$ cat src/rtl/eeprom_precond_pkg.sv
package eeprom_precond_pkg;

  typedef enum logic [2:0] {
    ST_IDLE,
    ST_WSETUP,
    ST_WPULSE,
    ST_WHOLD,
    ST_WWAIT,
    ST_RHOLD,
    ST_DONE
  } seq_state_e;

  // even pass: 0x55 on even addresses, 0xAA on odd; odd pass swaps them
  function automatic logic [7:0] image_byte(input logic addr_lsb, input logic inv);
    return (addr_lsb ^ inv) ? 8'hAA : 8'h55;
  endfunction

endpackage

$ cat src/rtl/precond_timer.sv
module precond_timer #(
  parameter int W = 20
) (
  input  logic         clk_i,
  input  logic         rst_ni,
  input  logic         load_i,
  input  logic [W-1:0] val_i,
  output logic         expire_o
);

  logic [W-1:0] cnt_q;

  always_ff @(posedge clk_i or negedge rst_ni) begin
    if (!rst_ni)               cnt_q <= '0;
    else if (load_i)           cnt_q <= val_i;
    else if (cnt_q != '0)      cnt_q <= cnt_q - 1'b1;
  end

  // last cycle of a window of val_i cycles
  assign expire_o = (cnt_q == W'(1));

endmodule

$ cat src/rtl/precond_err_cnt.sv
module precond_err_cnt #(
  parameter int W = 17
) (
  input  logic         clk_i,
  input  logic         rst_ni,
  input  logic         clr_i,
  input  logic         inc_i,
  output logic [W-1:0] cnt_o
);

  localparam logic [W-1:0] MAX = '1;

  logic [W-1:0] cnt_q;

  always_ff @(posedge clk_i or negedge rst_ni) begin
    if (!rst_ni)                    cnt_q <= '0;
    else if (clr_i)                 cnt_q <= '0;
    else if (inc_i && cnt_q != MAX) cnt_q <= cnt_q + 1'b1;
  end

  assign cnt_o = cnt_q;

  assert_no_overflow_R7: assert property (@(posedge clk_i) disable iff (!rst_ni)
    (cnt_q == MAX && !clr_i) |=> (cnt_q == MAX));

endmodule

$ cat src/rtl/eeprom_precond_seq.sv
module eeprom_precond_seq
  import eeprom_precond_pkg::*;
#(
  parameter int ADDR_W     = 17,
  parameter int PAGE_W     = 7,
  parameter int CNT_W      = 16,
  parameter int DEF_PASSES = 220,
  parameter int CLK_MHZ    = 100,
  parameter int PROG_US    = 10000,
  parameter int ACCESS_NS  = 150
) (
  input  logic              clk_i,
  input  logic              rst_ni,
  input  logic              start_i,
  input  logic [CNT_W-1:0]  cycles_i,
  output logic              done_o,
  output logic [ADDR_W-1:0] err_cnt_o,
  output logic [ADDR_W-1:0] mem_addr_o,
  output logic [7:0]        mem_wdata_o,
  input  logic [7:0]        mem_rdata_i,
  output logic              mem_ce_no,
  output logic              mem_oe_no,
  output logic              mem_we_no
);

  localparam int PROG_CYC = PROG_US * CLK_MHZ;
  localparam int ACC_RAW  = (ACCESS_NS * CLK_MHZ + 999) / 1000;
  localparam int ACC_CYC  = (ACC_RAW > 0) ? ACC_RAW : 1;
  localparam int TMR_W    = $clog2(PROG_CYC + ACC_CYC + 1);

  seq_state_e        state_q, state_d;
  logic [ADDR_W-1:0] addr_q, addr_d;
  logic [CNT_W-1:0]  pass_q, pass_d, passes_q, passes_d;
  logic              inv_q, inv_d;
  logic              tmr_load, tmr_exp;
  logic [TMR_W-1:0]  tmr_val;
  logic              err_inc, err_clr;
  logic              page_end, addr_last;

  assign page_end  = &addr_q[PAGE_W-1:0];
  assign addr_last = &addr_q;

  precond_timer #(.W(TMR_W)) i_timer (
    .clk_i    (clk_i),
    .rst_ni   (rst_ni),
    .load_i   (tmr_load),
    .val_i    (tmr_val),
    .expire_o (tmr_exp)
  );

  precond_err_cnt #(.W(ADDR_W)) i_err_cnt (
    .clk_i  (clk_i),
    .rst_ni (rst_ni),
    .clr_i  (err_clr),
    .inc_i  (err_inc),
    .cnt_o  (err_cnt_o)
  );

  always_comb begin
    state_d  = state_q;
    addr_d   = addr_q;
    pass_d   = pass_q;
    passes_d = passes_q;
    inv_d    = inv_q;
    tmr_load = 1'b0;
    tmr_val  = '0;
    err_inc  = 1'b0;
    err_clr  = 1'b0;
    unique case (state_q)
      ST_IDLE: if (start_i) begin
        passes_d = (cycles_i == '0) ? CNT_W'(DEF_PASSES) : cycles_i;
        pass_d   = '0;
        inv_d    = 1'b0;
        addr_d   = '0;
        err_clr  = 1'b1;
        state_d  = ST_WSETUP;
      end
      ST_WSETUP: state_d = ST_WPULSE;
      ST_WPULSE: state_d = ST_WHOLD;
      ST_WHOLD: begin
        if (page_end) begin
          tmr_load = 1'b1;
          tmr_val  = TMR_W'(PROG_CYC);
          state_d  = ST_WWAIT;
        end else begin
          addr_d  = addr_q + 1'b1;
          state_d = ST_WSETUP;
        end
      end
      ST_WWAIT: if (tmr_exp) begin
        addr_d  = addr_q + 1'b1;
        state_d = ST_WSETUP;
        if (addr_last) begin
          if (pass_q == passes_q - 1'b1) begin
            tmr_load = 1'b1;
            tmr_val  = TMR_W'(ACC_CYC);
            state_d  = ST_RHOLD;
          end else begin
            pass_d = pass_q + 1'b1;
            inv_d  = ~inv_q;
          end
        end
      end
      ST_RHOLD: if (tmr_exp) begin
        err_inc = (mem_rdata_i != image_byte(addr_q[0], inv_q));
        if (addr_last) begin
          state_d = ST_DONE;
        end else begin
          addr_d   = addr_q + 1'b1;
          tmr_load = 1'b1;
          tmr_val  = TMR_W'(ACC_CYC);
        end
      end
      ST_DONE: state_d = ST_IDLE;
      default: state_d = ST_IDLE;
    endcase
  end

  always_ff @(posedge clk_i or negedge rst_ni) begin
    if (!rst_ni) begin
      state_q  <= ST_IDLE;
      addr_q   <= '0;
      pass_q   <= '0;
      passes_q <= '0;
      inv_q    <= 1'b0;
    end else begin
      state_q  <= state_d;
      addr_q   <= addr_d;
      pass_q   <= pass_d;
      passes_q <= passes_d;
      inv_q    <= inv_d;
    end
  end

  assign mem_addr_o  = addr_q;
  assign mem_wdata_o = image_byte(addr_q[0], inv_q);
  assign mem_ce_no   = !(state_q inside {ST_WSETUP, ST_WPULSE, ST_WHOLD, ST_RHOLD});
  assign mem_oe_no   = (state_q != ST_RHOLD);
  assign mem_we_no   = (state_q != ST_WPULSE);
  assign done_o      = (state_q == ST_DONE);

  assert_we_interlock_R9: assert property (@(posedge clk_i) disable iff (!rst_ni)
    !mem_we_no |-> (!mem_ce_no && mem_oe_no));

  assert_done_pulse_R8: assert property (@(posedge clk_i) disable iff (!rst_ni)
    done_o |=> !done_o);

  assert_read_hold_R6: assert property (@(posedge clk_i) disable iff (!rst_ni)
    (!mem_oe_no && !$past(mem_oe_no) && !$past(tmr_exp)) |-> $stable(mem_addr_o));

endmodule

$ cat config.mk
export PLATFORM = sky130hd
export DESIGN_NAME = eeprom_precond_seq
export DESIGN_NICKNAME = d
export VERILOG_FILES = /design/src/rtl/eeprom_precond_pkg.sv /design/src/rtl/precond_timer.sv /design/src/rtl/precond_err_cnt.sv /design/src/rtl/eeprom_precond_seq.sv
export SDC_FILE = /design/constraint.sdc
export NUM_CORES = 1
export LEC_CHECK = 0
export BUFFER_PORTS_ARGS = -buffer_cell sky130_fd_sc_hd__buf_2
export CAP_MARGIN = 10
export CELL_PAD_IN_SITES_DETAIL_PLACEMENT = 2
export CELL_PAD_IN_SITES_GLOBAL_PLACEMENT = 2
export CORE_MARGIN = 5
export CORE_UTILIZATION = 38
export DETAILED_ROUTE_END_ITERATION = 8
export PLACE_DENSITY = 0.86
export SYNTH_ARGS = -nofsm -noshare
export SYNTH_HDL_FRONTEND = slang
export SYNTH_SLANG_ARGS = --single-unit
$ cat constraint.sdc
create_clock -name clk_i -period 6.8 [get_ports clk_i]
set_input_delay 1.36 -clock clk_i [delete_from_list [all_inputs] [get_ports clk_i]]
set_output_delay 1.36 -clock clk_i [all_outputs]
set_load 0.005 [all_outputs]
==> flow_metrics.env, run 1 <==
export IMPL_status="completed"
export IMPL_final_period_utilization_pct=52.0
export IMPL_worst_hold_path_num_cells=2
export IMPL_synth_warnings=0
export IMPL_library_cell_with_the_largest_summed_area_after_synthesis="sky130_fd_sc_hd__dfrtp_1"
export IMPL_grt_max_degree=67
export IMPL_cp_slowest_cell="sky130_fd_sc_hd__a21oi_2"
export IMPL_wl_per_cell_um=19.9
export IMPL_global_route_overflow_total=0
export IMPL_globalRouteTotalUtil_pct=21.1
export IMPL_crit_path_largest_cell_delay_ns=0.75
export IMPL_totalNegativeSetupSlack_ns=0
export IMPL_report_final_setup_viol=0
export IMPL_drt_first_iter_violations=172
export IMPL_arrival_ns=3.81
export IMPL_timing_max_transition_violations_final=0
export IMPL_cts_tree="built"
export IMPL_yosysSeqAreaShare_pct=43.2
export IMPL_syn_instance_count=575
export IMPL_netlist_area_um2=5210
export IMPL_nets=669
export IMPL_critical_path_buf_inv_count=0
export IMPL_post_layout_nonfiller_instances=813
export IMPL_clk_path_buf_depth=2
export IMPL_worst_hold_path_type="register to register"
export IMPL_worstRegToRegCells=7
export IMPL_syn_nets=610
export IMPL_synth_edf_count=0
export IMPL_synthMostInstantiatedCell="sky130_fd_sc_hd__dfrtp_1"
export IMPL_cp_end_kind="register"
export IMPL_detailedPlacementHpwl_um=11500
export IMPL_post_cts_setup_buffer_count=0
export IMPL_maxSlewHeadroom_pct=34.3
export IMPL_last_weighted_congestion_value_of_the_routability_driven_placer=0.850
export IMPL_hold_slack_ns=0.519
export IMPL_drt_first_pass_iters=5
export IMPL_cts_resized_gates=0
export IMPL_cts_hold_fix_buffers=0
export IMPL_synth_area_leaders="sky130_fd_sc_hd__dfrtp_1, sky130_fd_sc_hd__xnor2_1, sky130_fd_sc_hd__nand2_1"
export IMPL_clockPowerShare_pct=45.2
export IMPL_avgViaCountPerCell=5.68
export IMPL_final_antenna_net_count=0
export IMPL_crit_path_cell_count=7
export IMPL_area_growth_synth_to_final_pct=13.3
export IMPL_worst_skew_pair_late_latency_ns=0.35
export IMPL_path_cells="or4_1, nor3_2, nand3_1, a21oi_2, nand4_1, or3_1, a21oi_1"
export IMPL_timing_critical_path_from_type="register"
export IMPL_grt_antenna_before_repair=0
export IMPL_comb_power_share_pct=2.2
export IMPL_p_leak_nw=2.79
export IMPL_detailroute_via_count=4619
export IMPL_design_area_um2=5910
export IMPL_worst_setup_path_type="register to register"
export IMPL_place_area_um2=5650
export IMPL_dominantRegCellSynth="sky130_fd_sc_hd__dfrtp_1"
export IMPL_clock_skew_ns=0.00463
export IMPL_place_detailed_instances=799
export IMPL_critical_path_top_delay_family="simple AND/OR/NAND/NOR gates"
export IMPL_clockRootBuffer="sky130_fd_sc_hd__clkbuf_16"
export IMPL_max_freq_mhz=283
export IMPL_cap_violations=0
export IMPL_drc=0
export IMPL_timing_final_hold_violations=0
export IMPL_netSwitchingPower_w=0.000224
export IMPL_internal_power_w=0.000795
export IMPL_worst_ir_drop_vdd_v=0.0000940
export IMPL_start_util_pct=39.1
export IMPL_synth_largest_type_area_fraction_pct=43.2
export IMPL_cp_required_ns=7.07
export IMPL_synth_area_per_cell_um2=9.07
export IMPL_ctsHtreeMaxLevel=3
export IMPL_drive_above_1_share_pct=17.3
export IMPL_min_period_ns=3.53
export IMPL_sw_frac_of_total_pct=21.9
export IMPL_num_antenna_cells=0
export IMPL_cts_buffers_inserted=9
export IMPL_seqPwrFrac_pct=52.6
export IMPL_async_reset_ff_share_pct=100
export IMPL_rsz0062_at_grt="false"
export IMPL_core_area_um2=13300
export IMPL_power_per_cell_area_nw_per_um2=172
export IMPL_io_pin_count=73
export IMPL_wirelength_um=16200
export IMPL_die_h_um=127
export IMPL_yosys_top_cells_count="sky130_fd_sc_hd__dfrtp_1, sky130_fd_sc_hd__nand2_1, sky130_fd_sc_hd__nor2_1"
export IMPL_cts_sinks=90
export IMPL_chipWidth_um=127
export IMPL_synthDistinctLibCells=62
export IMPL_ys_seq_elements=90
export IMPL_finalPower_w=0.00102
export IMPL_die_area_um2=16200
export IMPL_grt_pass1_vias=5260
export IMPL_floorplan_rows=42
export IMPL_cts_clk_slew_worst_paths_ns=0.06
export IMPL_critical_path_max_fanout=15
export IMPL_worst_pin_slew_ns=0.978
export IMPL_global_route_wire_length_before_repair_um=27600
export IMPL_io_buffer_count=72
final timing paths:
| check | slack (ns) | to | start |
|---|---|---|---|
| max | 3.27 | pass_q[14] | i_timer.cnt_q[6] |
| min | 0.52 | passes_q[15] | passes_q[15] |
| max reg2reg | 3.27 | pass_q[14] | i_timer.cnt_q[6] |
| min reg2reg | 0.52 | passes_q[15] | passes_q[15] |
| max in group asynchronous | 4.71 | i_timer.cnt_q[3] | rst_ni |
| min in group asynchronous | 0.91 | mem_addr_o[3] | rst_ni |
per-layer routing:
layer | wire [um] | GRT usage, % | vias up
li1 | - | - | 2159
met1 | 7080 | 26.2 | 2388
met2 | 8510 | 37.5 | 52
met3 | 268 | 2.63 | 20
met4 | 316 | 7.57 | 0
met5 | 0 | 0 | -
logic make-up (layout without fill, tap and decap cells):
logic type	count (synthesis)	after routing	share of synthesized area [%]
compound gates	96	96	11.5
xor+xnor	57	57	9.58
fa+ha+maj	8	8	1.92
buf+inv	40	102	4.25
flops	90	90	43.2
mux	7	7	1.56
simple gates	277	277	28.0
worst min-delay path: cells and delay by family (launching register included):
| family | cells | cell delay, ns |
|---|---|---|
| DFF | 1 | 0.37 |
| and+or+nand+nor | 2 | 0.12 |
per-stage QoR:
step | setup WS [ns] | utilization, %
floorplan | 3.74 | -
global placement | 3.43 | 42.3
detailed placement | 3.31 | 42.3
CTS | 3.27 | 44.3
global route | 2.96 | 44.3
finish | 3.27 | 44.3
registers in the layout, indices dropped and copies added, names as in the netlist:
| register | flops |
|---|---|
| i_err_cnt.cnt_o | 17 |
| i_timer.cnt_q | 20 |
| inv_q | 1 |
| mem_addr_o | 17 |
| pass_q | 16 |
| passes_q | 16 |
| state_q | 3 |
cells in the final DEF, fill, tap and decap left out, types with 8 or more instances in the layout:
cell and instances:
sky130_fd_sc_hd__dfrtp_1 90, sky130_fd_sc_hd__buf_2 71, sky130_fd_sc_hd__nand2_1 69, sky130_fd_sc_hd__nor2_1 51, sky130_fd_sc_hd__xnor2_1 33, sky130_fd_sc_hd__o21ai_0 33, sky130_fd_sc_hd__a21oi_1 32, sky130_fd_sc_hd__nor3_1 25
sky130_fd_sc_hd__nand3_1 25, sky130_fd_sc_hd__xor2_1 24, sky130_fd_sc_hd__or3_1 23, sky130_fd_sc_hd__nand4_1 15, sky130_fd_sc_hd__inv_1 13, sky130_fd_sc_hd__and3_1 10, sky130_fd_sc_hd__nor4_1 9, sky130_fd_sc_hd__clkbuf_16 9
sky130_fd_sc_hd__or4_1 8, sky130_fd_sc_hd__ha_1 8
layout make-up:
cell class,count,area (um2)
clock inverter,3,17.5
multi-input combinational,445,2740
tap,176,220
clock buffer,11,243
inverter,13,48.8
fill,1486,7440
timing repair buffer,75,385
sequential,90,2250
power by group through the flow:
| stage | Combinational [W] | Sequential [W] | Clock, W |
|---|---|---|---|
| after global routing | 0.0000264 | 0.000535 | 0.000496 |
| after detailed placement | 0.0000238 | 0.000545 | 0 |
| after floorplan | 0.00000184 | 0.000545 | 0 |
| final | 0.0000228 | 0.000535 | 0.000461 |
| after global placement | 0.0000229 | 0.000545 | 0 |
| after CTS | 0.0000238 | 0.000535 | 0.000474 |
No activity file was read; power rests on OpenSTA's default activity.
==> inputs of run 2 (changes only) <==
Settings changed: CORE_UTILIZATION 38 to 36, PLACE_DENSITY 0.86 to 0.82.
Clock period 6.8 ns to 3.39 ns, I/O delays scaled along.
==> flow_metrics.env, run 2 (synthesis gave the netlist of run 1 again) <==
export IMPL_layout_setup_ws_ns=0.00590
export IMPL_cts_sinks=90
export IMPL_critical_path_buf_inv_count=0
export IMPL_power_per_cell_area_nw_per_um2=370
export IMPL_cap_violations=0
export IMPL_cts_hold_fix_buffers=0
export IMPL_worst_skew_pair_late_latency_ns=0.35
export IMPL_min_period_ns=3.38
export IMPL_detailroute_via_count=4718
export IMPL_cp_slowest_cell="sky130_fd_sc_hd__or4_1"
export IMPL_critical_path_top_delay_family="simple AND/OR/NAND/NOR gates"
export IMPL_clock_skew_ns=0.00757
export IMPL_global_routing_met1_resource_utilization_pct=25.3
export IMPL_cts_buffers_inserted=9
export IMPL_cts_clk_slew_worst_paths_ns=0.07
export IMPL_start_util_pct=36.3
export IMPL_worst_setup_path_type="register to register"
export IMPL_timing_critical_path_from_type="register"
export IMPL_cp_end_kind="register"
export IMPL_wirelength_um=17300
export IMPL_core_area_um2=14400
export IMPL_arrival_ns=3.62
export IMPL_die_h_um=130
export IMPL_timing_max_transition_violations_final=0
export IMPL_cp_required_ns=3.62
export IMPL_die_area_um2=17000
export IMPL_status="completed"
export IMPL_final_period_utilization_pct=99.8
export IMPL_reg2reg_from="passes_q[9]"
export IMPL_ctsHtreeMaxLevel=3
export IMPL_hold_slack_ns=0.410
export IMPL_nets=688
export IMPL_grt_util_met3_pct=3.64
export IMPL_io_buffer_count=72
export IMPL_clockRootBuffer="sky130_fd_sc_hd__clkbuf_16"
export IMPL_worst_setup_path_endpoint="pass_q[0]"
export IMPL_worstRegToRegCells=7
export IMPL_drive_above_1_share_pct=20.4
export IMPL_max_freq_mhz=296
export IMPL_drc=0
export IMPL_global_route_wire_length_before_repair_um=27500
export IMPL_path_cells="or4_1, or3_2, or3_1, a2111oi_4, and4_4, nand2b_4, mux2_4"
export IMPL_grt_pass1_vias=5175
export IMPL_worst_pin_slew_ns=0.820
export IMPL_endpoint_of_the_worst_register_to_register_path="pass_q[0]"
export IMPL_area_growth_synth_to_final_pct=18.5
export IMPL_totalNegativeSetupSlack_ns=0
export IMPL_groute_layer_met2_usage_pct=36.2
export IMPL_rrSetupSlack_ns=0.006
export IMPL_drt_first_pass_iters=4
export IMPL_crit_path_largest_cell_delay_ns=0.65
export IMPL_avgViaCountPerCell=5.60
export IMPL_critical_path_max_fanout=6
export IMPL_most_frequent_standard_cell_in_the_layout_excluding_fill_and_tap_cells="sky130_fd_sc_hd__dfrtp_1"
export IMPL_num_antenna_cells=0
export IMPL_finalPower_w=0.00229
export IMPL_timing_final_hold_violations=0
export IMPL_crit_path_cell_count=7
export IMPL_report_final_setup_viol=0
export IMPL_top_register="i_timer.cnt_q"
export IMPL_maxSlewHeadroom_pct=45.3
export IMPL_worst_ir_drop_vdd_v=0.000209
export IMPL_largest_register_ffs=20
export IMPL_wl_per_cell_um=20.6
export IMPL_chipWidth_um=130
export IMPL_clk_path_buf_depth=2
export IMPL_drt_first_iter_violations=154
export IMPL_final_antenna_net_count=0
export IMPL_detailedPlacementHpwl_um=11700
export IMPL_globalRouteTotalUtil_pct=20.6
export IMPL_worst_hold_path_type="primary input to asynchronous set/reset pin"
export IMPL_p_leak_nw=2.92
export IMPL_grt_max_degree=59
export IMPL_global_route_overflow_total=0
export IMPL_io_pin_count=73
export IMPL_last_weighted_congestion_value_of_the_routability_driven_placer=0.800
export IMPL_busiest_layer="met2"
export IMPL_layout_common_cells="sky130_fd_sc_hd__dfrtp_1, sky130_fd_sc_hd__buf_2, sky130_fd_sc_hd__nand2_1"
export IMPL_grt_antenna_before_repair=0
export IMPL_floorplan_rows=44
export IMPL_cp_startpoint="passes_q[9]"
export IMPL_cts_tree="built"
export IMPL_pre_cts_slack_ns=0.0614
run 2: cell count changes in the layout (fill, tap and decap cells not counted), sizes merged:
| cell | change |
|---|---|
| buf | +18 |
| bufinv | +3 |
| clkinv | -1 |
| and4 | +1 |
run 2: per-layer routing:
| layer | up-vias | part of all wire [%] |
|---|---|---|
| li1 | 2198 | - |
| met1 | 2423 | 44 |
| met2 | 73 | 52 |
| met3 | 24 | 2.6 |
| met4 | 0 | 2.0 |
| met5 | - | 0 |
run 2: worst register-to-register path: stages (launching register included):
cell and delay (ns):
sky130_fd_sc_hd__dfrtp_1 0.47, sky130_fd_sc_hd__or4_1 0.65, sky130_fd_sc_hd__or3_2 0.47, sky130_fd_sc_hd__or3_1 0.42, sky130_fd_sc_hd__a2111oi_4 0.45, sky130_fd_sc_hd__and4_4 0.34
sky130_fd_sc_hd__nand2b_4 0.17, sky130_fd_sc_hd__mux2_4 0.30
run 2: how the worst min path moves through the flow:
stage | slack [ns] | end | from | cells after the start
detailed placement | 0.52 | passes_q[15] | passes_q[15] | 2
global placement | 0.51 | passes_q[15] | passes_q[15] | 2
global route | 0.47 | mem_addr_o[6] | rst_ni | 1
floorplan | 0.38 | i_err_cnt.cnt_o[0] | rst_ni | 0
CTS | 0.45 | mem_addr_o[6] | rst_ni | 1
finish | 0.41 | mem_addr_o[6] | rst_ni | 1
run 2: power breakdown:
group,total (W),switching (W),internal [W]
Combinational,0.0000483,0.0000321,0.0000162
Sequential,0.00107,0,0.00107
Clock,0.00117,0.000445,0.000721
run 2: cell type report:
cell class              instances  area (um2)
clock buffers                  11         233
clock inverters                 5         103
fillers                      1580        8190
inverters                      13        48.8
multi-input cells             446        2770
flip-flops and latches         90        2250
well taps                     184         230
repair buffers                 93         537
run 2: metrics by stage:
stage	utilization (%)	cell area (um2)	std cells
after CTS	42.5	6110	837
after floorplan	-	5210	575
final	43.0	6180	842
after global placement	40.2	5770	821
after detailed placement	40.2	5770	821
after global routing	43.0	6180	842
run 2: timing repair:
item | in CTS | in global routing
endpoints found under the setup margin | 0 | 13
buffers inserted | 0 | 4
gates resized for setup | 0 | 6
hold endpoints to repair | 0 | 0
